### src/rtl/pwm_timer_pkg.sv
package pwm_timer_pkg;

    localparam int NUM_CH_DEF = 8;
    localparam int CNT_W_DEF  = 16;
    localparam int PS_W_DEF   = 3;

    localparam logic [7:0] ADR_CTRL    = 8'h00;
    localparam logic [7:0] ADR_CNT     = 8'h04;
    localparam logic [7:0] ADR_LIMIT   = 8'h08;
    localparam logic [7:0] ADR_CH_BASE = 8'h0C;
    localparam logic [7:0] ADR_START   = 8'h4C;
    localparam logic [7:0] ADR_BOOT    = 8'h5C;
    localparam logic [7:0] ADR_MASK    = 8'h60;
    localparam logic [7:0] ADR_POL     = 8'h70;
    localparam int         CH_STRIDE   = 8;

    typedef enum logic [1:0] {
        SRC_OFF = 2'd0,
        SRC_SYS = 2'd1,
        SRC_FIX = 2'd2,
        SRC_EXT = 2'd3
    } clk_src_e;

    function automatic logic [31:0] swap32(input logic [31:0] v);
        return {v[7:0], v[15:8], v[23:16], v[31:24]};
    endfunction

endpackage

### src/rtl/pwm_counter.sv
module pwm_counter
    import pwm_timer_pkg::*;
#(
    parameter int CNT_W = CNT_W_DEF,
    parameter int PS_W  = PS_W_DEF
) (
    input  logic             clk,
    input  logic             rst_n,
    input  clk_src_e         src_i,
    input  logic [PS_W-1:0]  ps_i,
    input  logic             fix_tick_i,
    input  logic             ext_tick_i,
    input  logic [CNT_W-1:0] limit_buf_i,
    input  logic [CNT_W-1:0] start_i,
    input  logic             load_i,
    output logic [CNT_W-1:0] cnt_o,
    output logic [CNT_W-1:0] limit_act_o,
    output logic             running_o,
    output logic             tick_o,
    output logic             update_o
);
    localparam int PSC_W = 1 << PS_W;

    typedef struct packed {
        logic [PSC_W-1:0] psc;
        logic [CNT_W-1:0] cnt;
        logic [CNT_W-1:0] limit_act;
    } cnt_state_t;

    cnt_state_t st_d, st_q;
    logic             src_en;
    logic [PSC_W-1:0] psc_lim;
    logic             wrap;

    always_comb begin
        unique case (src_i)
            SRC_SYS: src_en = 1'b1;
            SRC_FIX: src_en = fix_tick_i;
            SRC_EXT: src_en = ext_tick_i;
            default: src_en = 1'b0;
        endcase
        psc_lim   = (PSC_W'(1) << ps_i) - PSC_W'(1);
        tick_o    = src_en && (st_q.psc == psc_lim);
        wrap      = tick_o && (st_q.cnt >= st_q.limit_act);
        running_o = (src_i != SRC_OFF);
        update_o  = !running_o || wrap;

        st_d = st_q;
        if (src_en) begin
            st_d.psc = tick_o ? '0 : st_q.psc + PSC_W'(1);
        end
        if (tick_o) begin
            st_d.cnt = wrap ? start_i : st_q.cnt + CNT_W'(1);
        end
        if (update_o) begin
            st_d.limit_act = limit_buf_i;
        end
        if (load_i) begin
            st_d.cnt = start_i;
            st_d.psc = '0;
        end
    end

    always_ff @(posedge clk or negedge rst_n) begin
        if (!rst_n) begin
            st_q <= '0;
        end else begin
            st_q <= st_d;
        end
    end

    assign cnt_o       = st_q.cnt;
    assign limit_act_o = st_q.limit_act;

endmodule

### src/rtl/pwm_channel.sv
module pwm_channel #(
    parameter int CNT_W = 16
) (
    input  logic [CNT_W-1:0] cnt_i,
    input  logic [CNT_W-1:0] thr_i,
    input  logic             pwm_en_i,
    input  logic             running_i,
    input  logic             boot_lvl_i,
    input  logic             invert_i,
    input  logic             masked_i,
    output logic             pwm_o
);
    logic raw;

    always_comb begin
        raw   = running_i ? (pwm_en_i && (cnt_i < thr_i)) : boot_lvl_i;
        pwm_o = masked_i ? invert_i : (raw ^ invert_i);
    end

endmodule

### src/rtl/pwm_timer.sv
module pwm_timer
    import pwm_timer_pkg::*;
#(
    parameter int NUM_CH = NUM_CH_DEF,
    parameter int CNT_W  = CNT_W_DEF,
    parameter int PS_W   = PS_W_DEF
) (
    input  logic              clk,
    input  logic              rst_n,
    input  logic              big_endian_i,
    input  logic              fix_tick_i,
    input  logic              ext_tick_i,
    input  logic              bus_sel_i,
    input  logic              bus_we_i,
    input  logic [7:0]        bus_addr_i,
    input  logic [31:0]       bus_wdata_i,
    output logic [31:0]       bus_rdata_o,
    output logic [NUM_CH-1:0] pwm_o
);
    localparam int CTRL_W = 6;

    typedef struct packed {
        clk_src_e                              src;
        logic [PS_W-1:0]                       ps;
        logic [CNT_W-1:0]                      limit_buf;
        logic [CNT_W-1:0]                      start;
        logic [NUM_CH-1:0][CTRL_W-1:0]         ch_ctrl;
        logic [NUM_CH-1:0][CNT_W-1:0]          thr_buf;
        logic [NUM_CH-1:0][CNT_W-1:0]          thr_act;
        logic [NUM_CH-1:0]                     boot;
        logic [NUM_CH-1:0]                     mask;
        logic [NUM_CH-1:0]                     pol;
    } regs_t;

    regs_t reg_d, reg_q;

    logic [31:0]             wdata;
    logic [31:0]             rdata_raw;
    logic                    cnt_load;
    logic [CNT_W-1:0]        cnt_w;
    logic [CNT_W-1:0]        limit_act_w;
    logic                    running_w;
    logic                    tick_w;
    logic                    update_w;
    logic [NUM_CH-1:0][CNT_W-1:0] thr_act_w;
    logic [NUM_CH-1:0]       pwm_en_w;

    always_comb begin
        wdata    = big_endian_i ? swap32(bus_wdata_i) : bus_wdata_i;
        reg_d    = reg_q;
        cnt_load = 1'b0;

        if (update_w) begin
            reg_d.thr_act = reg_q.thr_buf;
        end

        if (bus_sel_i && bus_we_i) begin
            unique case (bus_addr_i)
                ADR_CTRL: begin
                    reg_d.src = clk_src_e'(wdata[4:3]);
                    reg_d.ps  = wdata[PS_W-1:0];
                end
                ADR_CNT:   cnt_load        = 1'b1;
                ADR_LIMIT: reg_d.limit_buf = wdata[CNT_W-1:0];
                ADR_START: reg_d.start     = wdata[CNT_W-1:0];
                ADR_BOOT:  reg_d.boot      = wdata[NUM_CH-1:0];
                ADR_MASK:  reg_d.mask      = wdata[NUM_CH-1:0];
                ADR_POL:   reg_d.pol       = wdata[NUM_CH-1:0];
                default: ;
            endcase
            for (int n = 0; n < NUM_CH; n++) begin
                if (bus_addr_i == ADR_CH_BASE + 8'(CH_STRIDE * n)) begin
                    reg_d.ch_ctrl[n] = wdata[CTRL_W-1:0];
                end
                if (bus_addr_i == ADR_CH_BASE + 8'(CH_STRIDE * n + 4)) begin
                    reg_d.thr_buf[n] = wdata[CNT_W-1:0];
                end
            end
        end

        rdata_raw = '0;
        unique case (bus_addr_i)
            ADR_CTRL:  rdata_raw = 32'({reg_q.src, reg_q.ps});
            ADR_CNT:   rdata_raw = 32'(cnt_w);
            ADR_LIMIT: rdata_raw = 32'(reg_q.limit_buf);
            ADR_START: rdata_raw = 32'(reg_q.start);
            ADR_BOOT:  rdata_raw = 32'(reg_q.boot);
            ADR_MASK:  rdata_raw = 32'(reg_q.mask);
            ADR_POL:   rdata_raw = 32'(reg_q.pol);
            default: ;
        endcase
        for (int n = 0; n < NUM_CH; n++) begin
            if (bus_addr_i == ADR_CH_BASE + 8'(CH_STRIDE * n)) begin
                rdata_raw = 32'(reg_q.ch_ctrl[n]);
            end
            if (bus_addr_i == ADR_CH_BASE + 8'(CH_STRIDE * n + 4)) begin
                rdata_raw = 32'(reg_q.thr_buf[n]);
            end
        end
        bus_rdata_o = big_endian_i ? swap32(rdata_raw) : rdata_raw;
    end

    always_ff @(posedge clk or negedge rst_n) begin
        if (!rst_n) begin
            reg_q      <= '0;
            reg_q.mask <= '1;
        end else begin
            reg_q <= reg_d;
        end
    end

    pwm_counter #(.CNT_W(CNT_W), .PS_W(PS_W)) u_counter (
        .clk         (clk),
        .rst_n       (rst_n),
        .src_i       (reg_q.src),
        .ps_i        (reg_q.ps),
        .fix_tick_i  (fix_tick_i),
        .ext_tick_i  (ext_tick_i),
        .limit_buf_i (reg_q.limit_buf),
        .start_i     (reg_q.start),
        .load_i      (cnt_load),
        .cnt_o       (cnt_w),
        .limit_act_o (limit_act_w),
        .running_o   (running_w),
        .tick_o      (tick_w),
        .update_o    (update_w)
    );

    assign thr_act_w = reg_q.thr_act;

    for (genvar n = 0; n < NUM_CH; n++) begin : g_ch
        assign pwm_en_w[n] = reg_q.ch_ctrl[n][5] & reg_q.ch_ctrl[n][3];

        pwm_channel #(.CNT_W(CNT_W)) u_ch (
            .cnt_i      (cnt_w),
            .thr_i      (reg_q.thr_act[n]),
            .pwm_en_i   (pwm_en_w[n]),
            .running_i  (running_w),
            .boot_lvl_i (reg_q.boot[n]),
            .invert_i   (reg_q.pol[n]),
            .masked_i   (reg_q.mask[n]),
            .pwm_o      (pwm_o[n])
        );
    end

endmodule

### config.mk
export PLATFORM = sky130hd
export DESIGN_NAME = pwm_timer
export DESIGN_NICKNAME = d
export VERILOG_FILES = /design/src/rtl/pwm_timer_pkg.sv /design/src/rtl/pwm_counter.sv /design/src/rtl/pwm_channel.sv /design/src/rtl/pwm_timer.sv
export SDC_FILE = /design/constraint.sdc
export NUM_CORES = 1
export LEC_CHECK = 0
export BUFFER_PORTS_ARGS = -buffer_cell sky130_fd_sc_hd__buf_2
export CAP_MARGIN = 40
export CORE_AREA = 2 2 218 220
export DETAILED_ROUTE_END_ITERATION = 8
export DIE_AREA = 0 0 220 222
export PLACE_DENSITY = 0.66
export SLEW_MARGIN = 5
export SYNTH_ARGS = -nofsm -noshare
export SYNTH_HDL_FRONTEND = slang
export SYNTH_HIERARCHICAL = 1
export SYNTH_SLANG_ARGS = --single-unit
### constraint.sdc
create_clock -name clk -period 4.3 [get_ports clk]
set_input_delay 0 -clock clk [delete_from_list [all_inputs] [get_ports clk]]
set_output_delay 0 -clock clk [all_outputs]
set_load 0.01 [all_outputs]
# After elaboration in Yosys (flattened, before gate mapping)
# Index checks and enable logic that the tools add are counted.
# W data, S select, Z words.
[totals]
inputBits = 47
reg_bits = 405
word_cells = 171
output_inout_bits = 40
[classes]
shift = 1
n_reduce_logical = 39
n_mux = 43
bitwise_logic = 16
n_eq_ne = 26
n_addsub = 3
order_cmp = 9
[ops]
columns = ["operator", "count"]
rows = [
  ["$mux W32", 17],
  ["$lt A16 B16 Y1", 8],
  ["$pmux W16 S7", 1],
  ["$eq A8 B6 Y1 const B", 8],
  ["$eq A8 B7 Y1 const B", 7],
  ["$mux W16", 3],
  ["$reduce_and A2 Y1", 22],
  ["$eq A8 B5 Y1 const B", 4],
  ["$mux W24", 1],
  ["$mux W1", 18],
  ["$add A16 B1 Y16 const B", 1],
  ["$eq A8 B4 Y1 const B", 2],
  ["$ge A16 B16 Y1", 1],
  ["$mux W8", 2],
  ["$logic_and A1 B1 Y1", 11],
  ["$add A8 B1 Y8 const B", 1],
  ["$and A1 B1 Y1", 8],
  ["$eq A8 B3 Y1 const B", 1],
  ["$eq A8 B8 Y1", 1],
  ["$logic_not A8 Y1", 1],
  ["$shl A1 B3 Y8 const A", 1],
  ["$sub A8 B2 Y8 const B", 1],
  ["$xor A1 B1 Y1", 8],
  ["$reduce_bool A2 Y1", 3],
  ["other kinds (5)", 6],
]

# Longest topological paths before layout
# Gate-level depths: netlist of the first run.
[depth]
ltp_word = 19
ltp_mapped = 12

# By module
# The synthesis of the first run kept the hierarchy.
[modules_own_cells]
columns = ["mod", "area_each_um2", "seq_area_each_um2", "cells_each", "instances"]
rows = [
  ["pwm_timer", 16350.7, 9143.8, 1556, 1],
  ["pwm_channel", 417.9, 0.0, 55, 8],
  ["pwm_counter", 2890.3, 1001.0, 312, 1],
]

# Least setup slack after synthesis of the first run
# Ideal clock, no wire load.
[synth_timing]
kind = "flip-flop to flip-flop"
from = "register u_counter.st_q (netlist bit u_counter/cnt_o[15])"
to = "register reg_q[24]"
synth_period_minus_slack_ns = 3.129
path_stages_with_launch = 12
required_ns = 4.175
path_slack_ns = 1.171
n_path_buf = 3
arrival_ns = 3.004
cell_sequence = "dfrtp_1 -> ha_1 -> nand4_1 -> nor3_1 -> or4b_4 -> nand3_4 -> a21boi_4 -> buf_6 -> inv_1 -> clkbuf_1 -> clkbuf_1 -> mux2_2"
[synth_between]
elab_chain_len = 3
[synth_lines]
columns = ["element", "line_no", "source"]
rows = [
  ["from (decl)", "pwm_counter.sv:30", "cnt_state_t st_d, st_q;"],
  ["from (signal assigned)", "pwm_counter.sv:68", "st_q <= st_d;"],
  ["$ge A16 B16 Y1", "pwm_counter.sv:44", "wrap = tick_o && (st_q.cnt >= st_q.limit_act);"],
  ["$logic_and A1 B1 Y1", "pwm_counter.sv:44", ""],
  ["$logic_or A1 B1 Y1", "pwm_counter.sv:46", "update_o = !running_o || wrap;"],
  ["named net update_w", "pwm_timer.sv:44", "logic update_w;"],
  ["to (signal assigned)", "pwm_timer.sv:108", "reg_q <= reg_d;"],
  ["to (decl)", "pwm_timer.sv:35", "regs_t reg_d, reg_q;"],
]
# The timed path passes the listed nets, and every way through them passes these cells.
# A chain may end at the register's enable or synchronous reset.

# Worst setup path in the final report of the first run
[layout_timing]
from = "register u_counter.st_q (netlist bit u_counter/cnt_o[15])"
to = "register reg_q[79]"
# The elaborated chain is that of the path after synthesis.

==> reports/summary.txt, run 1 <==
status: finished clean
Post-Place Setup Slack: 0.7558 ns
worst-case clock buffer depth: 3
htree depth: 2
critical path launch point type: flip-flop
Clock Tree Root: clkbuf_16
crit-path cells: ha_1 -> nand4_1 -> nor3_1 -> or4b_4 -> nand3_4 -> a21boi_4 -> inv_4 -> buf_12 -> mux2_2
initial antenna violation count: 1
# diodes: 0
register clock-pin slew on the reported worst setup and hold paths: 0.06 ns
cts repair resizes: 0
number of global-route vias before repair: 18520
worst hold-check path type: in2reg
RSZ-0062 raised after global routing: false
CP max stage cell: dfrtp_1
GPL Wtd Cong: 0.9639
CTS tree: built
die height: 222 um
FMAX: 273.6 MHz
yosys warns: 6
Peak supply drop: 0.0003056 V
Reg area: 10140 um^2
Syn Std Cell Area: 22460 um^2
Slew Limit Fails: 0
synthesized area per cell: 9.801 um^2
family with the most delay on the worst path: simple AND/OR/NAND/NOR gates
Site Rows: 79
final core utilization: 0.5527
Syn Nets: 2477
Fin Setup TNS: 0 ns
# setup viols final: 0
DRC errors left: 0
maxcap violations: 0
worst clock skew: 0.01902 ns
total core area: 46260 um^2
Initial Utilization: 0.4856
Critical Path AT: 4.12 ns
worst endpoint required time: 4.76 ns
Detail Route Antenna Nets: 0
Slew headroom: 0.3095
CTS Sinks: 405
most frequent cells in the layout: 397 x dfrtp_1, 295 x nor2_1, 257 x a21oi_1, 149 x inv_1, 143 x mux2_2
placed insts: 2904
P_leak: 11.79 nW
Cell Pwr Density: 395.8 nW/um^2
Die ar.: 48840 um^2
port bufs: 86
Critical Path End Type: flip-flop
commonest non-fill, non-tap cell in the layout: dfrtp_1
CP Class: reg2reg
total gr overflow: 0
Buf/Inv on CP: 2
nets: 2563
Initial DRC Count: 1921
total power: 10.12 mW
pin count of the biggest net entering global routing: 115
fin cells: 3023
final WL: 74.91 mm
vias per cell: 6.180
max incr delay on CP: 0.59 ns
IO Count: 87
share of layout cells above drive strength 1: 0.1858
Setup Fix Bufs, Post-CTS: 0
Tmin final: 3.655 ns
Cells after Synth: 2292
Vias: 18680
final hold vios: 0
Slew @ Worst Pin: 1.036 ns
worst-skew pair later-pin latency: 0.60 ns
slack of the critical path: 0.6448 ns
Setup crit start: u_counter/cnt_o[15]
Routed WL per cell: 24.78 um
origin of the worst min-delay path: fix_tick_i
Die W: 220 um
P&R area growth vs syn: 13.81%
GRT Util Overall: 0.3104
fillers: 4137
CP Max Fanout: 53
Post-CTS Hold Buffers: 33
hpwl dp: 53.65 mm
reg2reg start: u_counter/cnt_o[15]
1st-pass router iterations: 6
CTS Buf Count: 46
Multi-input gate area: 11070 um^2
global-route wire length before repair: 113.7 mm
crit share post-route: 0.8500
## tightest hold or removal path: cells and delay by family
kind / cells / cell delay (ns)
buffers and inverters: 1 / 0.09
AO/OA/AOI/OAI: 3 / 0.39
AND/OR/NAND/NOR: 1 / 0.09
## final timing paths
path | end | slack (ns) | depth (start not counted)
setup / recovery | reg_q[79] | 0.64 | 9
hold / removal | u_counter/st_q[33] | 0.02 | 5
setup reg to reg | reg_q[79] | 0.64 | 9
hold reg to reg | reg_q[320] | 0.49 | 2
max in group asynchronous | reg_q[50] | 2.99 | 3
min in group asynchronous | reg_q[1] | 0.08 | 2
## metrics by stage
stage	hold slack, ns	cell area, um^2
finish	0.02219	25570
global route	0.04859	25570
CTS	0.001746	25570
detailed placement	0.1721	23540
global placement	0.1598	23500
floorplan	-0.2956	22460
## power by group
part / internal [mW] / switching [mW]
clock: 2.69 / 1.67
sequential: 4.01 / 0.248
combinational: 0.598 / 0.897
total: 7.30 / 2.82
## sequential cells by signal (all words and copies together), names as in the netlist
name	cells
u_counter/cnt_o	16
u_counter/limit_act_o	16
reg_q	365
u_counter/st_q	8
## layer usage
metal | global-route usage | wire, um | vias to the layer above
li1 | - | - | 8357
met1 | 0.4259 | 31260 | 9261
met2 | 0.4827 | 34160 | 871
met3 | 0.06269 | 6363 | 194
met4 | 0.1208 | 3134 | 0
met5 | 0 | 0 | -
## area by class of cell
cell class | instances | share of cell area
clock buffer | 64 | 0.05447
clock inverter | 22 | 0.01199
inverter | 153 | 0.02256
sequential | 405 | 0.3968
timing repair buffer | 184 | 0.05134
tap | 607 | 0.02971
multi-input combinational | 1588 | 0.4332
Power figures use the tool's default switching activity.
==> run 2, diff against run 1 <==
CORE_AREA = 2 2 216 218   (was 2 2 218 220)
DIE_AREA = 0 0 218 220   (was 0 0 220 222)
SYNTH_HIERARCHICAL = not set   (was 1)
==> run 2 against run 1 <==
  * Total power rose by 5.4%
  * Register-to-register slack improved by 0.55 ns
  * Largest cell class unchanged
  * Wire length down 1.0%
  * Via count is 0.48% lower
  * Sequential power grew 3%
  * Critical path type is now reg2out
  * Final area fell by 1.2%
  * Combinational power rose by 52%
  * Non-clock buffer count increased by 9
  * Synthesized cell count barely moved
  * First-iteration DRC count is 8.6% higher
  * Clock power down 7.8%
  * Maximum frequency grew 7.0%
  * Highest routed layer unchanged
==> reports/summary.txt, run 2 <==
status: finished clean
fillers: 4037 (-2.4%)
total core area: 45860 um^2 (-0.85%)
max incr delay on CP: 0.56 ns (-0.03 ns)
pin count of the biggest net entering global routing: 117 (+1.7%)
crit-path cells: buf_4 -> ha_1 -> and3_1 -> a221oi_1 -> o211ai_1 -> a2111o_1 -> nand3_1 -> buf_2
Initial DRC Count: 2086 (+8.6%)
Net Switching: 3.302 mW (+17%)
IO Count: 87 (unchanged)
Syn Nets: 2478 (+0.040%)
Synth Register Bits: 405
register area share after synthesis: 0.4570
main area contributors after synthesis: dfrtp_1 45%, ha_1 7.8%, a21oi_1 5.5%
Synth Flop Type: dfrtp_1
Pint: 7.363 mW (+0.88%)
Post-CTS Hold Buffers: 38 (+15%)
Clock Tree Root: clkbuf_16
CTS Sinks: 405 (unchanged)
FMAX: 292.8 MHz (+7.0%)
initial antenna violation count: 1 (unchanged)
Detail Route Antenna Nets: 0 (unchanged)
final WL: 74.13 mm (-1.0%)
Tmin final: 3.416 ns (-0.2397 ns)
GPL Wtd Cong: 0.9334 (-3.2%)
CTS Buf Count: 44 (-4.3%)
Die W: 218 um (-0.91%)
commonest non-fill, non-tap cell in the layout: dfrtp_1
worst-skew pair later-pin latency: 0.59 ns (about the same)
yosys warns: 0 (-6)
area leader, netlist: dfrtp_1
Gate power share: 0.214 (+0.066)
Initial Utilization: 0.4840 (-0.001570)
worst clock skew: 0.03435 ns (+0.01533 ns)
most instantiated library cell after synthesis: dfrtp_1
RSZ-0062 raised after global routing: false
Routed WL per cell: 24.57 um (-0.85%)
Sw Share: 0.3096 (+0.03089)
final hold vios: 0 (unchanged)
cts repair resizes: 0 (unchanged)
worst-case clock buffer depth: 3 (unchanged)
P&R area growth vs syn: 13.83% (about the same)
Cell Pwr Density: 422.0 nW/um^2 (+6.6%)
vias per cell: 6.163 (-0.28%)
P_leak: 11.39 nW (-3.4%)
Post-Place Setup Slack: 1.245 ns (+0.4889 ns)
total gr overflow: 0 (unchanged)
GRT Util Overall: 0.3107 (about the same)
Site Rows: 79 (unchanged)
Vias: 18590 (-0.48%)
Syn Std Cell Area: 22200 um^2 (-1.2%)
Setup Fix Bufs, Post-CTS: 0 (unchanged)
Fin Setup TNS: 0 ns (unchanged)
worst endpoint required time: 4.30 ns (-0.46 ns)
CP Class: reg2out
Reg power frac: 0.410 (-0.011)
Post-synth EDFFs: 0
part of the power in the clock network: 0.377 (-0.054)
Die ar.: 47960 um^2 (-1.8%)
Cells after Synth: 2293 (+0.044%)
synthesized area per cell: 9.682 um^2 (-1.2%)
hpwl dp: 51.42 mm (-4.1%)
post-synth top area share: 0.4475
most flop-heavy register: reg_q
Slew Limit Fails: 0 (unchanged)
# setup viols final: 0 (unchanged)
slack of the critical path: 0.8845 ns (+0.2397 ns)
die height: 220 um (-0.90%)
htree depth: 2 (unchanged)
Distinct cells, synth: 93
Min Hold Slack: 0.07980 ns (+0.05761 ns)
share of layout cells above drive strength 1: 0.1548 (-0.03107)
DRC errors left: 0 (unchanged)
nets: 2565 (+0.078%)
global-route wire length before repair: 111.6 mm (-1.9%)
worst hold-check path type: in2async
most frequent cells in the layout: 397 x dfrtp_1, 250 x nor2_1, 242 x a21oi_1, 169 x nand2_1, 148 x inv_1
number of global-route vias before repair: 18140 (-2.1%)
Critical Path End Type: output port
list of most frequent post-synthesis cells: 397 x dfrtp_1, 255 x nor2_1, 242 x a21oi_1
Slew @ Worst Pin: 0.9946 ns (-0.04122 ns)
critical path launch point type: flip-flop
Slew headroom: 0.3198 (+0.01034)
total power: 10.66 mW (+5.4%)
Peak supply drop: 0.0002394 V (-22%)
1st-pass router iterations: 6 (unchanged)
# diodes: 0 (unchanged)
crit share post-route: 0.7943 (-0.05573)
maxcap violations: 0 (unchanged)
CP max stage cell: dfrtp_1
Critical Path AT: 3.42 ns (-0.70 ns)
Post-synth ARST share: 1.000
port bufs: 86 (unchanged)
max reg flops: 365 (unchanged)
CTS tree: built
register clock-pin slew on the reported worst setup and hold paths: 0.06 ns (about the same)
CP Max Fanout: 9 (-83%)
-- run 2: cell count changes in the layout (fill, tap and decap cells not counted), moves of 16 or more --
cell,change
nand2_1,+37
nor2_1,-45
o21ai_0,+60
mux2i_1,-20
mux2_1,+58
o2111ai_1,-16
mux2_2,-55
-- run 2: worst max-delay path, delay by kind of cell (launching register included) --
family / cells / cell delay [ns]
compound gates: 3 / 1.13
flops: 1 / 0.56
fa+ha+maj: 1 / 0.28
buf+inv: 2 / 0.47
simple gates: 2 / 0.40
-- run 2: metrics by stage --
| stage | util | instance area [um^2] | cells |
|---|---|---|---|
| after floorplan | - | 22200 | 2293 |
| after global placement | 0.5069 | 23250 | 2893 |
| after detailed placement | 0.5098 | 23380 | 2903 |
| after CTS | 0.5510 | 25270 | 3017 |
| after global routing | 0.5510 | 25270 | 3017 |
| final | 0.5510 | 25270 | 3017 |
-- run 2: power by group through the flow --
stage                     sequential, mW  combinational [mW]  clock [mW]
final                               4.37                2.28        4.02
after global routing                4.40                2.53        4.21
after CTS                           4.36                2.25        4.06
after detailed placement            4.42                2.20           0
after global placement              4.41                2.13           0
after floorplan                     4.33                1.43           0
-- run 2: path summary, 6_finish.rpt --
| check | startpoint | end | slack, ns | cells past startpoint |
|---|---|---|---|---|
| max in group asynchronous | rst_n | reg_q[274] | 3.11 | 3 |
| hold reg to reg | reg_q[294] | reg_q[294] | 0.48 | 2 |
| min in group clk | bus_we_i | reg_q[8] | 0.12 | 6 |
| setup reg to reg | u_counter.cnt_o[5] | reg_q[50] | 1.19 | 9 |
| setup / recovery | u_counter.cnt_o[10] | pwm_o[2] | 0.88 | 8 |
| hold / removal | rst_n | reg_q[136] | 0.08 | 2 |
-- run 2: final cells by class --
cell class              instances  area, um^2  area share
clock buffers                  61        1265     0.05006
clock inverters                15       244.0    0.009655
inverters                     149       559.3     0.02213
multi-input cells            1587       10850      0.4294
flip-flops and latches        405       10140      0.4014
well taps                     607       759.5     0.03005
repair buffers                193        1448     0.05729
-- run 2: logic make-up after synthesis --
| kind of cell | count (synthesis) | share of synthesized area |
|---|---|---|
| DFF | 405 | 0.4570 |
| buffers and inverters | 301 | 0.05850 |
| muxes | 178 | 0.08961 |
| adders and majority gates | 138 | 0.07778 |
| and+or+nand+nor | 640 | 0.1374 |
| AOI/OAI and AO/OA | 620 | 0.1754 |
| xor gates and xnor gates | 11 | 0.004340 |
-- run 2: per-layer routing --
metal | wire, um | global-route usage
met1 | 30630 | 0.4191
met5 | 0 | 0
met2 | 33740 | 0.4865
met4 | 3468 | 0.1494
met3 | 6286 | 0.05397
==> run 3, diff against run 2 <==
PLACE_DENSITY = 0.69   (was 0.66)
clock period = 2.89 ns   (was 4.3 ns; I/O delays follow)
==> run 3 against run 2 <==
  * Hold slack improved by 0.20 ns
  * Combinational power rose by 74%
  * Final area rose by 2.9%
  * Sequential share of layout area fell by 1.1 points
  * Utilization rose by 1.6 points
  * Clock skew fell by 0.0022 ns
  * Die area did not move
  * First-iteration DRC count fell by 0.72%
  * Critical endpoint is now pwm_o[0]
  * Largest power group unchanged
==> reports/summary.txt, run 3 (same netlist as run 2, synthesis figures left out) <==
status: finished clean
Setup crit start: u_counter.cnt_o[14]
Peak supply drop: 0.0006568 V (+170%)
Cell Pwr Density: 621.5 nW/um^2 (+47%)
critical path launch point type: flip-flop
nets: 2615 (+1.9%)
number of global-route vias before repair: 18340 (+1.1%)
Placed Area: 23730 um^2 (+1.5%)
port bufs: 86 (unchanged)
WL met3: 6.035 mm (-4.0%)
Clock Tree Root: clkbuf_16
Critical Path End Type: output port
total gr overflow: 0 (unchanged)
Critical Path Most Common Cell: buf_6
met2 wire length: 33.01 mm (-2.2%)
max incr delay on CP: 0.42 ns (-0.14 ns)
# setup viols final: 0 (unchanged)
IO Count: 87 (unchanged)
most frequent cells in the layout: 396 x dfrtp_1, 250 x nor2_1, 236 x a21oi_1, 169 x nand2_1, 148 x inv_1
DRC errors left: 0 (unchanged)
die height: 220 um (unchanged)
# diodes: 0 (unchanged)
commonest non-fill, non-tap cell in the layout: dfrtp_1
Slew Limit Fails: 0 (unchanged)
CP Class: reg2out
max reg flops: 365 (unchanged)
worst-case clock buffer depth: 3 (unchanged)
reg2reg start: u_counter.cnt_o[4]
1st-pass router iterations: 7 (+1)
Top Layer Used: met4
Fin Setup TNS: 0 ns (unchanged)
vias per cell: 6.132 (-0.51%)
GRT Util Overall: 0.3010 (-0.009621)
total core area: 45860 um^2 (unchanged)
GPL Wtd Cong: 0.9442 (+1.2%)
Detail Route Antenna Nets: 0 (unchanged)
CTS Sinks: 405 (unchanged)
Slew @ Worst Pin: 0.8079 ns (-0.1867 ns)
CP max stage cell: dfrtp_1
Site Rows: 79 (unchanged)
placed insts: 2940 (+1.3%)
origin of the worst min-delay path: bus_addr_i[5]
pin count of the biggest net entering global routing: 110 (-6.0%)
FMAX: 347.6 MHz
total power: 16.16 mW (+52%)
hpwl dp: 51.11 mm (-0.61%)
RSZ-0062 raised after global routing: true
initial antenna violation count: 1 (unchanged)
crit-path cells: buf_6 -> ha_1 -> a21o_1 -> a2111o_1 -> buf_4 -> a2111oi_4 -> or3_4 -> buf_6
fin cells: 3071 (+1.8%)
final hold vios: 0 (unchanged)
share of layout cells above drive strength 1: 0.1838 (+0.02908)
maxcap violations: 0 (unchanged)
CP Max Fanout: 11 (+2)
worst clock skew: 0.03210 ns (-0.002249 ns)
CTS Buf Count: 45 (+2.3%)
Tmin final: 2.877 ns
worst endpoint required time: 2.89 ns (-1.41 ns)
Routed WL per cell: 23.45 um (-4.6%)
Die W: 218 um (unchanged)
Critical Path AT: 2.88 ns (-0.54 ns)
fin area: 26000 um^2 (+2.9%)
htree depth: 2 (unchanged)
final WL: 72.02 mm (-2.8%)
crit share post-route: 0.9954
fillers: 3904 (-3.3%)
Vias: 18830 (+1.3%)
CTS tree: built
Initial DRC Count: 2071 (-0.72%)
P_leak: 11.69 nW (+2.7%)
register clock-pin slew on the reported worst setup and hold paths: 0.06 ns (about the same)
most flop-heavy register: reg_q
Slew headroom: 0.4591 (+0.1393)
worst hold-check path type: in2reg
Initial Utilization: 0.4840 (unchanged)
met1 wire length: 29.92 mm (-2.3%)
P&R area growth vs syn: 17.13%
worst-skew pair later-pin latency: 0.60 ns (about the same)
Die ar.: 47960 um^2 (unchanged)
global-route wire length before repair: 109.2 mm (-2.2%)
run 3: cell types whose count changed in the layout (fill, tap and decap cells not counted), sizes merged:
cell      change
buf          +49
clkbuf        +6
clkinvlp      +1
bufinv        -2
run 3: path summary, 6_finish.rpt:
path	to	slack (ns)	cells after the start
setup / recovery	pwm_o[0]	0.01	8
max in group asynchronous	u_counter.st_q[37]	1.09	4
min in group asynchronous	reg_q[280]	0.52	3
hold / removal	reg_q[13]	0.28	6
setup reg to reg	u_counter.cnt_o[13]	0.21	7
hold reg to reg	reg_q[104]	0.48	1
run 3: area by class of cell:
cell class / instances / area [um^2] / share of cell area
flip-flops and latches: 405 / 10150 / 0.3902
clock buffers: 67 / 1289 / 0.04956
repair buffers: 242 / 1951 / 0.07501
clock inverters: 14 / 198.9 / 0.007650
well taps: 607 / 759.5 / 0.02921
inverters: 149 / 559.3 / 0.02151
multi-input cells: 1587 / 11100 / 0.4269
run 3: stage by stage:
step	utilization	setup slack, ns	hold WS [ns]
detailed placement	0.5174	0.1053	0.02223
global route	0.5670	-0.05708	0.3137
finish	0.5670	0.01342	0.2791
CTS	0.5617	0.001668	0.2339
floorplan	-	0.2399	-0.2956
global placement	0.5171	0.2173	0.02051
run 3: report_power, final:
part | switching [mW] | internal [mW] | leakage [nW]
clock | 2.42 | 3.45 | 0.727
sequential | 0.324 | 6.01 | 5.53
combinational | 2.35 | 1.61 | 5.44
total | 5.09 | 11.1 | 11.7
run 3: critical path: cells and delay by family (launching register included):
family                   cells  cell delay (ns)
AND/OR/NAND/NOR              1             0.21
flip-flops                   1             0.42
adder cells (fa/ha/maj)      1             0.32
buffers and inverters        3             0.44
AO/OA/AOI/OAI                3             0.91
run 3: what timing repair did:
item | 4_1_cts | 5_1_grt
hold endpoints to repair | 442 | 0
hold buffers | 38 | 0
buffers inserted | 5 | 7
setup endpoints to repair | 6 | 9
resized for setup | 28 | 33
pin swaps | 14 | 20
run 3: metal layers:
metal / up-vias / track usage
li1: 8437 / -
met1: 9378 / 0.4028
met2: 839 / 0.4711
met3: 176 / 0.05990
met4: 0 / 0.1410
met5: - / 0
